==> src/rtl/rsb_pkg.sv <==
package rsb_pkg;

    typedef enum logic [3:0] {
        OP_ROL_CIRC   = 4'd0,
        OP_ROR_CIRC   = 4'd1,
        OP_ROL_CARRY  = 4'd2,
        OP_ROR_CARRY  = 4'd3,
        OP_SHL_ARITH  = 4'd4,
        OP_SHR_ARITH  = 4'd5,
        OP_SHR_LOGIC  = 4'd6,
        OP_NIB_SWAP   = 4'd7,
        OP_AROL_CIRC  = 4'd8,
        OP_AROR_CIRC  = 4'd9,
        OP_AROL_CARRY = 4'd10,
        OP_AROR_CARRY = 4'd11,
        OP_BIT_TEST   = 4'd12,
        OP_BIT_SET    = 4'd13,
        OP_BIT_CLR    = 4'd14,
        OP_RESERVED   = 4'd15
    } rsb_op_t;

    typedef struct packed {
        logic z;
        logic n;
        logic h;
        logic c;
    } rsb_flags_t;

    localparam logic [3:0] FWE_ALL  = 4'b1111;
    localparam logic [3:0] FWE_NO_C = 4'b1110;
    localparam logic [3:0] FWE_NONE = 4'b0000;

    // Accumulator-only rotate group: same data path, zero forced clear.
    function automatic logic is_acc_rot(rsb_op_t op);
        return (op == OP_AROL_CIRC) || (op == OP_AROR_CIRC) ||
               (op == OP_AROL_CARRY) || (op == OP_AROR_CARRY);
    endfunction

    // Every code served by the shifter (register forms, swap, acc rotates).
    function automatic logic is_shift_grp(rsb_op_t op);
        return (op <= OP_AROR_CARRY);
    endfunction

endpackage

==> src/rtl/rsb_shift.sv <==
module rsb_shift
    import rsb_pkg::*;
#(
    parameter int DATA_W = 8
) (
    input  rsb_op_t            op,
    input  logic [DATA_W-1:0]  opd,
    input  logic               carry_in,
    output logic [DATA_W-1:0]  res,
    output logic               carry_out
);
    localparam int HALF_W = DATA_W / 2;
    localparam int MSB    = DATA_W - 1;

    logic [DATA_W-1:0] swapped;
    rsb_op_t           base_op;

    // Nibble exchange built per bit pair.
    generate
        for (genvar g = 0; g < HALF_W; g++) begin : g_swap
            assign swapped[g]          = opd[g + HALF_W];
            assign swapped[g + HALF_W] = opd[g];
        end
    endgenerate

    // Accumulator rotates share the register-form rotate datapath.
    always_comb begin
        base_op = op;
        if (is_acc_rot(op)) begin
            base_op = rsb_op_t'({2'b00, op[1:0]});
        end
    end

    always_comb begin
        res       = opd;
        carry_out = 1'b0;
        case (base_op)
            OP_ROL_CIRC: begin
                res       = {opd[MSB-1:0], opd[MSB]};
                carry_out = opd[MSB];
            end
            OP_ROL_CARRY: begin
                res       = {opd[MSB-1:0], carry_in};
                carry_out = opd[MSB];
            end
            OP_SHL_ARITH: begin
                res       = {opd[MSB-1:0], 1'b0};
                carry_out = opd[MSB];
            end
            OP_ROR_CIRC: begin
                res       = {opd[0], opd[MSB:1]};
                carry_out = opd[0];
            end
            OP_ROR_CARRY: begin
                res       = {carry_in, opd[MSB:1]};
                carry_out = opd[0];
            end
            OP_SHR_ARITH: begin
                res       = {opd[MSB], opd[MSB:1]};
                carry_out = opd[0];
            end
            OP_SHR_LOGIC: begin
                res       = {1'b0, opd[MSB:1]};
                carry_out = opd[0];
            end
            OP_NIB_SWAP: begin
                res       = swapped;
                carry_out = 1'b0;
            end
            default: begin
                res       = opd;
                carry_out = 1'b0;
            end
        endcase
    end

endmodule

==> src/rtl/rsb_bitop.sv <==
module rsb_bitop
    import rsb_pkg::*;
#(
    parameter int DATA_W = 8,
    localparam int IDX_W = $clog2(DATA_W)
) (
    input  rsb_op_t            op,
    input  logic [DATA_W-1:0]  opd,
    input  logic [IDX_W-1:0]   idx,
    output logic [DATA_W-1:0]  res,
    output logic               sel_is_zero
);
    logic [DATA_W-1:0] sel_mask;

    // One-hot decode of the bit index.
    generate
        for (genvar g = 0; g < DATA_W; g++) begin : g_dec
            assign sel_mask[g] = (idx == IDX_W'(g));
        end
    endgenerate

    assign sel_is_zero = ~|(opd & sel_mask);

    always_comb begin
        case (op)
            OP_BIT_SET: res = opd | sel_mask;
            OP_BIT_CLR: res = opd & ~sel_mask;
            default:    res = opd;
        endcase
    end

endmodule

==> src/rtl/rsb_unit.sv <==
module rsb_unit
    import rsb_pkg::*;
#(
    parameter int DATA_W = 8,
    localparam int IDX_W  = $clog2(DATA_W),
    localparam int HALF_W = DATA_W / 2,
    localparam int MSB    = DATA_W - 1
) (
    input  logic               clk,
    input  logic               rst_n,
    input  logic [3:0]         op_sel,
    input  logic [DATA_W-1:0]  operand,
    input  logic [IDX_W-1:0]   bit_idx,
    input  logic               carry_in,
    output logic [DATA_W-1:0]  result,
    output logic               result_we,
    output logic               flag_z,
    output logic               flag_n,
    output logic               flag_h,
    output logic               flag_c,
    output logic [3:0]         flag_we
);
    typedef struct packed {
        logic [DATA_W-1:0] res;
        logic              we;
        rsb_flags_t        fl;
        logic [3:0]        fwe;
    } rsb_out_t;

    rsb_op_t           op;
    logic [DATA_W-1:0] sh_res;
    logic              sh_carry;
    logic [DATA_W-1:0] bo_res;
    logic              bo_zero;
    rsb_out_t          out_d;
    rsb_out_t          out_q;

    assign op = rsb_op_t'(op_sel);

    rsb_shift #(.DATA_W(DATA_W)) u_shift (
        .op        (op),
        .opd       (operand),
        .carry_in  (carry_in),
        .res       (sh_res),
        .carry_out (sh_carry)
    );

    rsb_bitop #(.DATA_W(DATA_W)) u_bitop (
        .op          (op),
        .opd         (operand),
        .idx         (bit_idx),
        .res         (bo_res),
        .sel_is_zero (bo_zero)
    );

    always_comb begin
        out_d     = '0;
        out_d.res = operand;
        if (is_shift_grp(op)) begin
            out_d.res  = sh_res;
            out_d.we   = 1'b1;
            out_d.fl.z = is_acc_rot(op) ? 1'b0 : (sh_res == '0);
            out_d.fl.c = sh_carry;
            out_d.fwe  = FWE_ALL;
        end else if (op == OP_BIT_TEST) begin
            out_d.fl.z = bo_zero;
            out_d.fl.h = 1'b1;
            out_d.fwe  = FWE_NO_C;
        end else if ((op == OP_BIT_SET) || (op == OP_BIT_CLR)) begin
            out_d.res = bo_res;
            out_d.we  = 1'b1;
            out_d.fwe = FWE_NONE;
        end
    end

    always_ff @(posedge clk or negedge rst_n) begin
        if (!rst_n) begin
            out_q <= '0;
        end else begin
            out_q <= out_d;
        end
    end

    assign result    = out_q.res;
    assign result_we = out_q.we;
    assign flag_z    = out_q.fl.z;
    assign flag_n    = out_q.fl.n;
    assign flag_h    = out_q.fl.h;
    assign flag_c    = out_q.fl.c;
    assign flag_we   = out_q.fwe;

    // Port-level view of the indexed bit, used by the bit-test check.
    logic idx_bit_now;
    assign idx_bit_now = operand[bit_idx];

    assert_shift_flags_R8: assert property (@(posedge clk) disable iff (!rst_n)
        (op_sel <= 4'd11) |=> (result_we && !flag_n && !flag_h && flag_we == 4'b1111));

    assert_acc_zero_clear_R9: assert property (@(posedge clk) disable iff (!rst_n)
        (op_sel[3:2] == 2'b10) |=> !flag_z);

    assert_sra_keeps_msb_R6: assert property (@(posedge clk) disable iff (!rst_n)
        (op_sel == 4'd5) |=> (result[MSB] == $past(operand[MSB]) && flag_c == $past(operand[0])));

    assert_swap_nibbles_R10: assert property (@(posedge clk) disable iff (!rst_n)
        (op_sel == 4'd7) |=> (!flag_c &&
            result == {$past(operand[HALF_W-1:0]), $past(operand[DATA_W-1:HALF_W])}));

    assert_bit_test_R11: assert property (@(posedge clk) disable iff (!rst_n)
        (op_sel == 4'd12) |=> (!result_we && flag_h && !flag_n && flag_we == 4'b1110 &&
            flag_z == !$past(idx_bit_now)));

    assert_bit_write_one_bit_R12: assert property (@(posedge clk) disable iff (!rst_n)
        ((op_sel == 4'd13) || (op_sel == 4'd14)) |=>
            (result_we && flag_we == 4'b0000 && $countones(result ^ $past(operand)) <= 1));

    assert_reserved_idle_R13: assert property (@(posedge clk) disable iff (!rst_n)
        (op_sel == 4'd15) |=> (!result_we && flag_we == 4'b0000));

endmodule

==> config.mk <==
export PLATFORM = sky130hd
export DESIGN_NAME = rsb_unit
export DESIGN_NICKNAME = d
export VERILOG_FILES = /design/src/rtl/rsb_pkg.sv /design/src/rtl/rsb_shift.sv /design/src/rtl/rsb_bitop.sv /design/src/rtl/rsb_unit.sv
export SDC_FILE = /design/constraint.sdc
export NUM_CORES = 1
export LEC_CHECK = 0
export BUFFER_PORTS_ARGS = -buffer_cell sky130_fd_sc_hd__buf_2
export CORE_ASPECT_RATIO = 1.2
export CORE_MARGIN = 1
export CORE_UTILIZATION = 50
export CTS_BUF_LIST = sky130_fd_sc_hd__clkbuf_2
export DETAILED_ROUTE_END_ITERATION = 8
export GPL_ROUTABILITY_DRIVEN = 0
export PLACE_DENSITY_LB_ADDON = 0.3
export SYNTH_ARGS = -nofsm -noshare
export SYNTH_HDL_FRONTEND = slang
export SYNTH_HIERARCHICAL = 1
export SYNTH_SLANG_ARGS = --single-unit
export TNS_END_PERCENT = 10
==> constraint.sdc <==
create_clock -name clk -period 1 [get_ports clk]
set_input_delay 0 -clock clk [delete_from_list [all_inputs] [get_ports clk]]
set_output_delay 0 -clock clk [all_outputs]
set_load 0.01 [all_outputs]
==> results.md <==
- Run status: complete, but fails checks
- Failing checks: setup timing
- Critical Path Fanout Max: 7
- Hold path start: op_sel[1]
- Height of the die: 57.2 µm
- I/O pins: 35
- Number of placement rows: 19
- Capture endpoint of the worst hold path: flag_h$_DFF_PN0_
- Vias in the first global route: 1410
- Clock input transition at the sequential cells of the worst setup and hold paths: 0.11 ns
- RSZ-0062 raised after global routing: true
- WS Path Type: in -> reg
- Sum of buffers and inverters on the critical path: 2
- Highest achievable clock rate: 771 MHz
- TritonCTS Sinks: 14
- Total count of max-transition violations in the final report: 0
- Final WL: 4220 µm
- Slowest cell on crit path: sky130_fd_sc_hd__or3b_4
- Post-DRT Antenna Nets: 0
- Cell type group with the largest total delay on the critical path: simple AND/OR/NAND/NOR gates
- DRT Pass-1 Iters: 5
- Buffer cell driving the clock tree root: sky130_fd_sc_hd__clkbuf_2
- Clock H-tree levels: 1
- Count of max-cap constraint violations: 0
- Number of vias in the routed layout: 1520
- Endpoints failing hold: 0
- Post-Synthesis Cells: 132
- Time the final worst path needs with I/O delays and setup: 1.30 ns
- Average cell area after synthesis: 9.61 µm²
- Initial detailed-routing violation count: 105
- Total Power: 1.68 mW
- Clock buffers created by TritonCTS: 3
- Clock tree from TritonCTS: built
- Sequential area share after synthesis: 27.6%
- Maximum number of pins on one net before global-route repair: 15
- Critical path capture point type: register
- Fraction of final layout cells sized beyond drive strength 1: 51.2%
- Core footprint: 2350 µm²
- Unique cell type count in the Yosys netlist: 43
- Fill cells: 156
- Worst hold path stage count: 3
- Critical Path AT: 1.47 ns
- DIE WIDTH: 48.0 µm
- Final setup violation count: 6
- Leakage: 0.884 nW
- Relative area change from synthesis to final layout: 49.1%
- DRC violations left: 0
- Drt wl/cell: 17.9 µm
- Critical path cell sequence: buf_4, buf_4, nand3_2, or3b_4, o21ai_0, mux2i_1, o21ai_1
- Max Root-Sink Buffers: 2
- Floorplan die area: 2740 µm²
- GRT Overall Usage: 32.4%
- Critical path required time: 1.17 ns
- Global-route wire length before repair: 6400 µm
- Number of port buffers: 33
- Initial antenna violation count: 0
- Setup ws final: -0.297 ns
- Most common cell type on the critical path: sky130_fd_sc_hd__buf_4
- Via density per instance: 6.44
- Fraction of the cycle the final worst path needs: 130%
- Setup TNS Final: -0.908 ns
- Diodes inserted: 0
- Cell Pwr Density: 888 nW/µm²
- CP max stage delay: 0.43 ns
- Net count after synthesis: 150
- Initial core utilization: 53.9%
- Largest vdd supply drop: 0.682 mV
- FF+latch count, synth: 14
- Final-layout worst hold slack: 0.0371 ns
- Post-Syn Area: 1270 µm²
- Leftover overflow at the end of global routing: 0
- Final #Nets: 224
- Min-Delay Path Class: in -> reg
- Post-detailed-placement half-perimeter wirelength: 3010 µm
- Crit start category: input pin
- Yosys Warn Count: 6
how the worst max path moves through the flow:
stage	startpoint	endpoint	cells past startpoint
after floorplan	op_sel[1]	flag_z$_DFF_PN0_	8
after global placement	op_sel[1]	flag_z$_DFF_PN0_	7
after detailed placement	op_sel[1]	flag_z$_DFF_PN0_	7
after CTS	op_sel[3]	flag_z$_DFF_PN0_	7
after global routing	op_sel[3]	result[7]$_DFF_PN0_	7
final	op_sel[2]	result[7]$_DFF_PN0_	7
cell usage in the layout, fill, tap and decap left out, types with 2 or more instances in the layout:
cell type | netlist | layout
sky130_fd_sc_hd__a221o_1 | 2 | 2
sky130_fd_sc_hd__a22o_1 | 3 | 3
sky130_fd_sc_hd__a22oi_1 | 5 | 3
sky130_fd_sc_hd__a22oi_2 | 0 | 2
sky130_fd_sc_hd__buf_12 | 0 | 2
sky130_fd_sc_hd__buf_2 | 2 | 29
sky130_fd_sc_hd__buf_4 | 3 | 44
sky130_fd_sc_hd__buf_6 | 4 | 2
sky130_fd_sc_hd__clkbuf_2 | 0 | 3
sky130_fd_sc_hd__clkinv_1 | 1 | 2
sky130_fd_sc_hd__dfrtp_1 | 14 | 14
sky130_fd_sc_hd__mux2i_1 | 16 | 16
sky130_fd_sc_hd__mux4_1 | 2 | 2
sky130_fd_sc_hd__nand2_1 | 16 | 16
sky130_fd_sc_hd__nand2b_1 | 3 | 3
sky130_fd_sc_hd__nand3_1 | 2 | 2
sky130_fd_sc_hd__nand4b_1 | 2 | 2
sky130_fd_sc_hd__o21ai_0 | 11 | 5
sky130_fd_sc_hd__o21ai_1 | 10 | 14
sky130_fd_sc_hd__o21ai_2 | 0 | 2
sky130_fd_sc_hd__o221ai_2 | 0 | 5
sky130_fd_sc_hd__o31ai_1 | 3 | 3
sky130_fd_sc_hd__o31ai_2 | 2 | 2
sky130_fd_sc_hd__or3b_4 | 2 | 2
flip-flops by register name (all words and copies together) (netlist names):
| name | flops |
|---|---|
| result | 8 |
| flag_c | 1 |
| flag_we | 2 |
| flag_h | 1 |
| flag_z | 1 |
| result_we | 1 |
layer usage:
metal  wire length [µm]  share of wire [%]  GRT usage (%)
met5                  0                  0              0
met3                382                9.1           1.90
met1               1400                 33           40.2
met4                335                7.9           19.8
met2               2100                 50           52.3
cells in the mapped netlist:
master	count	area share, %
sky130_fd_sc_hd__nor3_1	2	0.79
sky130_fd_sc_hd__dfrtp_1	14	28
sky130_fd_sc_hd__and4bb_4	1	1.3
sky130_fd_sc_hd__or4b_4	1	1.1
sky130_fd_sc_hd__and3b_1	1	0.69
sky130_fd_sc_hd__nor2_1	1	0.30
sky130_fd_sc_hd__nand2_1	16	4.7
sky130_fd_sc_hd__buf_2	2	0.79
sky130_fd_sc_hd__nand3_2	1	0.79
sky130_fd_sc_hd__or4_1	1	0.59
sky130_fd_sc_hd__a22o_1	3	2.1
sky130_fd_sc_hd__clkbuf_1	1	0.30
sky130_fd_sc_hd__nand4b_1	2	1.4
sky130_fd_sc_hd__o31ai_1	3	1.8
sky130_fd_sc_hd__mux2i_1	16	13
sky130_fd_sc_hd__a211o_1	1	0.69
sky130_fd_sc_hd__a211oi_1	1	0.59
sky130_fd_sc_hd__inv_1	1	0.30
sky130_fd_sc_hd__xnor2_4	1	2.2
sky130_fd_sc_hd__nand3_1	2	0.79
sky130_fd_sc_hd__nand3b_4	1	1.6
sky130_fd_sc_hd__o21a_1	1	0.59
sky130_fd_sc_hd__clkinv_1	1	0.30
sky130_fd_sc_hd__conb_1	1	0.30
sky130_fd_sc_hd__o31ai_2	2	2.0
sky130_fd_sc_hd__o21bai_1	1	0.59
sky130_fd_sc_hd__o221ai_1	5	3.5
sky130_fd_sc_hd__or2b_1	1	0.59
sky130_fd_sc_hd__nand3b_1	1	0.59
sky130_fd_sc_hd__buf_4	3	1.8
sky130_fd_sc_hd__a21oi_1	1	0.39
sky130_fd_sc_hd__o211ai_1	1	0.59
sky130_fd_sc_hd__nand4bb_1	1	0.89
sky130_fd_sc_hd__buf_6	4	3.6
sky130_fd_sc_hd__nand2b_1	3	1.5
sky130_fd_sc_hd__nor3_2	1	0.79
sky130_fd_sc_hd__and2_1	1	0.49
sky130_fd_sc_hd__a22oi_1	5	3.0
sky130_fd_sc_hd__mux4_1	2	4.1
sky130_fd_sc_hd__a221o_1	2	1.6
sky130_fd_sc_hd__or3b_4	2	1.8
sky130_fd_sc_hd__o21ai_1	10	3.9
sky130_fd_sc_hd__o21ai_0	11	4.3
metrics by stage:
step / setup slack (ns) / cell area (µm²) / utilization [%] / cells
after CTS: -0.193 / 1820 / 77.5 / 234
after global placement: -0.549 / 1730 / 73.7 / 229
after global routing: -0.275 / 1890 / 80.4 / 236
final: -0.297 / 1890 / 80.4 / 236
after floorplan: -0.447 / 1280 / - / 132
after detailed placement: -0.600 / 1730 / 73.7 / 229
worst min-delay path: stages:
cell and delay, ns:
sky130_fd_sc_hd__buf_12 0.09, sky130_fd_sc_hd__buf_4 0.11, sky130_fd_sc_hd__nor3_1 0.06
where the power goes:
part | leakage [nW] | switching (mW) | internal, mW
clock | 0.0140 | 0.156 | 0.0869
combinational | 0.702 | 0.414 | 0.395
sequential | 0.167 | 0.0110 | 0.616
total | 0.884 | 0.581 | 1.10
cell type report:
type / instances / area (µm²) / area share (%)
multi-input combinational: 106 / 913 / 48.3
timing repair buffer: 79 / 563 / 29.8
sequential: 14 / 350 / 18.5
tap: 31 / 38.8 / 2.05
clock buffer: 3 / 15.0 / 0.794
inverter: 2 / 7.51 / 0.397
clock inverter: 1 / 3.75 / 0.198
logic make-up after synthesis:
family / count (synthesis) / synth area share [%]
mux: 18 / 16.8
xor+xnor: 1 / 2.17
buf+inv: 12 / 7.00
compound gates: 47 / 25.5
other cells: 1 / 0.296
simple gates: 39 / 20.6
flops: 14 / 27.6
repair_timing:
action / in CTS / in global routing
pin swaps: 3 / 7
setup endpoints to repair: 10 / 10
setup buffers: 0 / 2
gates cloned: 0 / 0
hold buffers: 1 / 0
gates resized for setup: 17 / 16
hold endpoints to repair: 14 / 0
No activity file was read; power rests on OpenSTA's default activity.
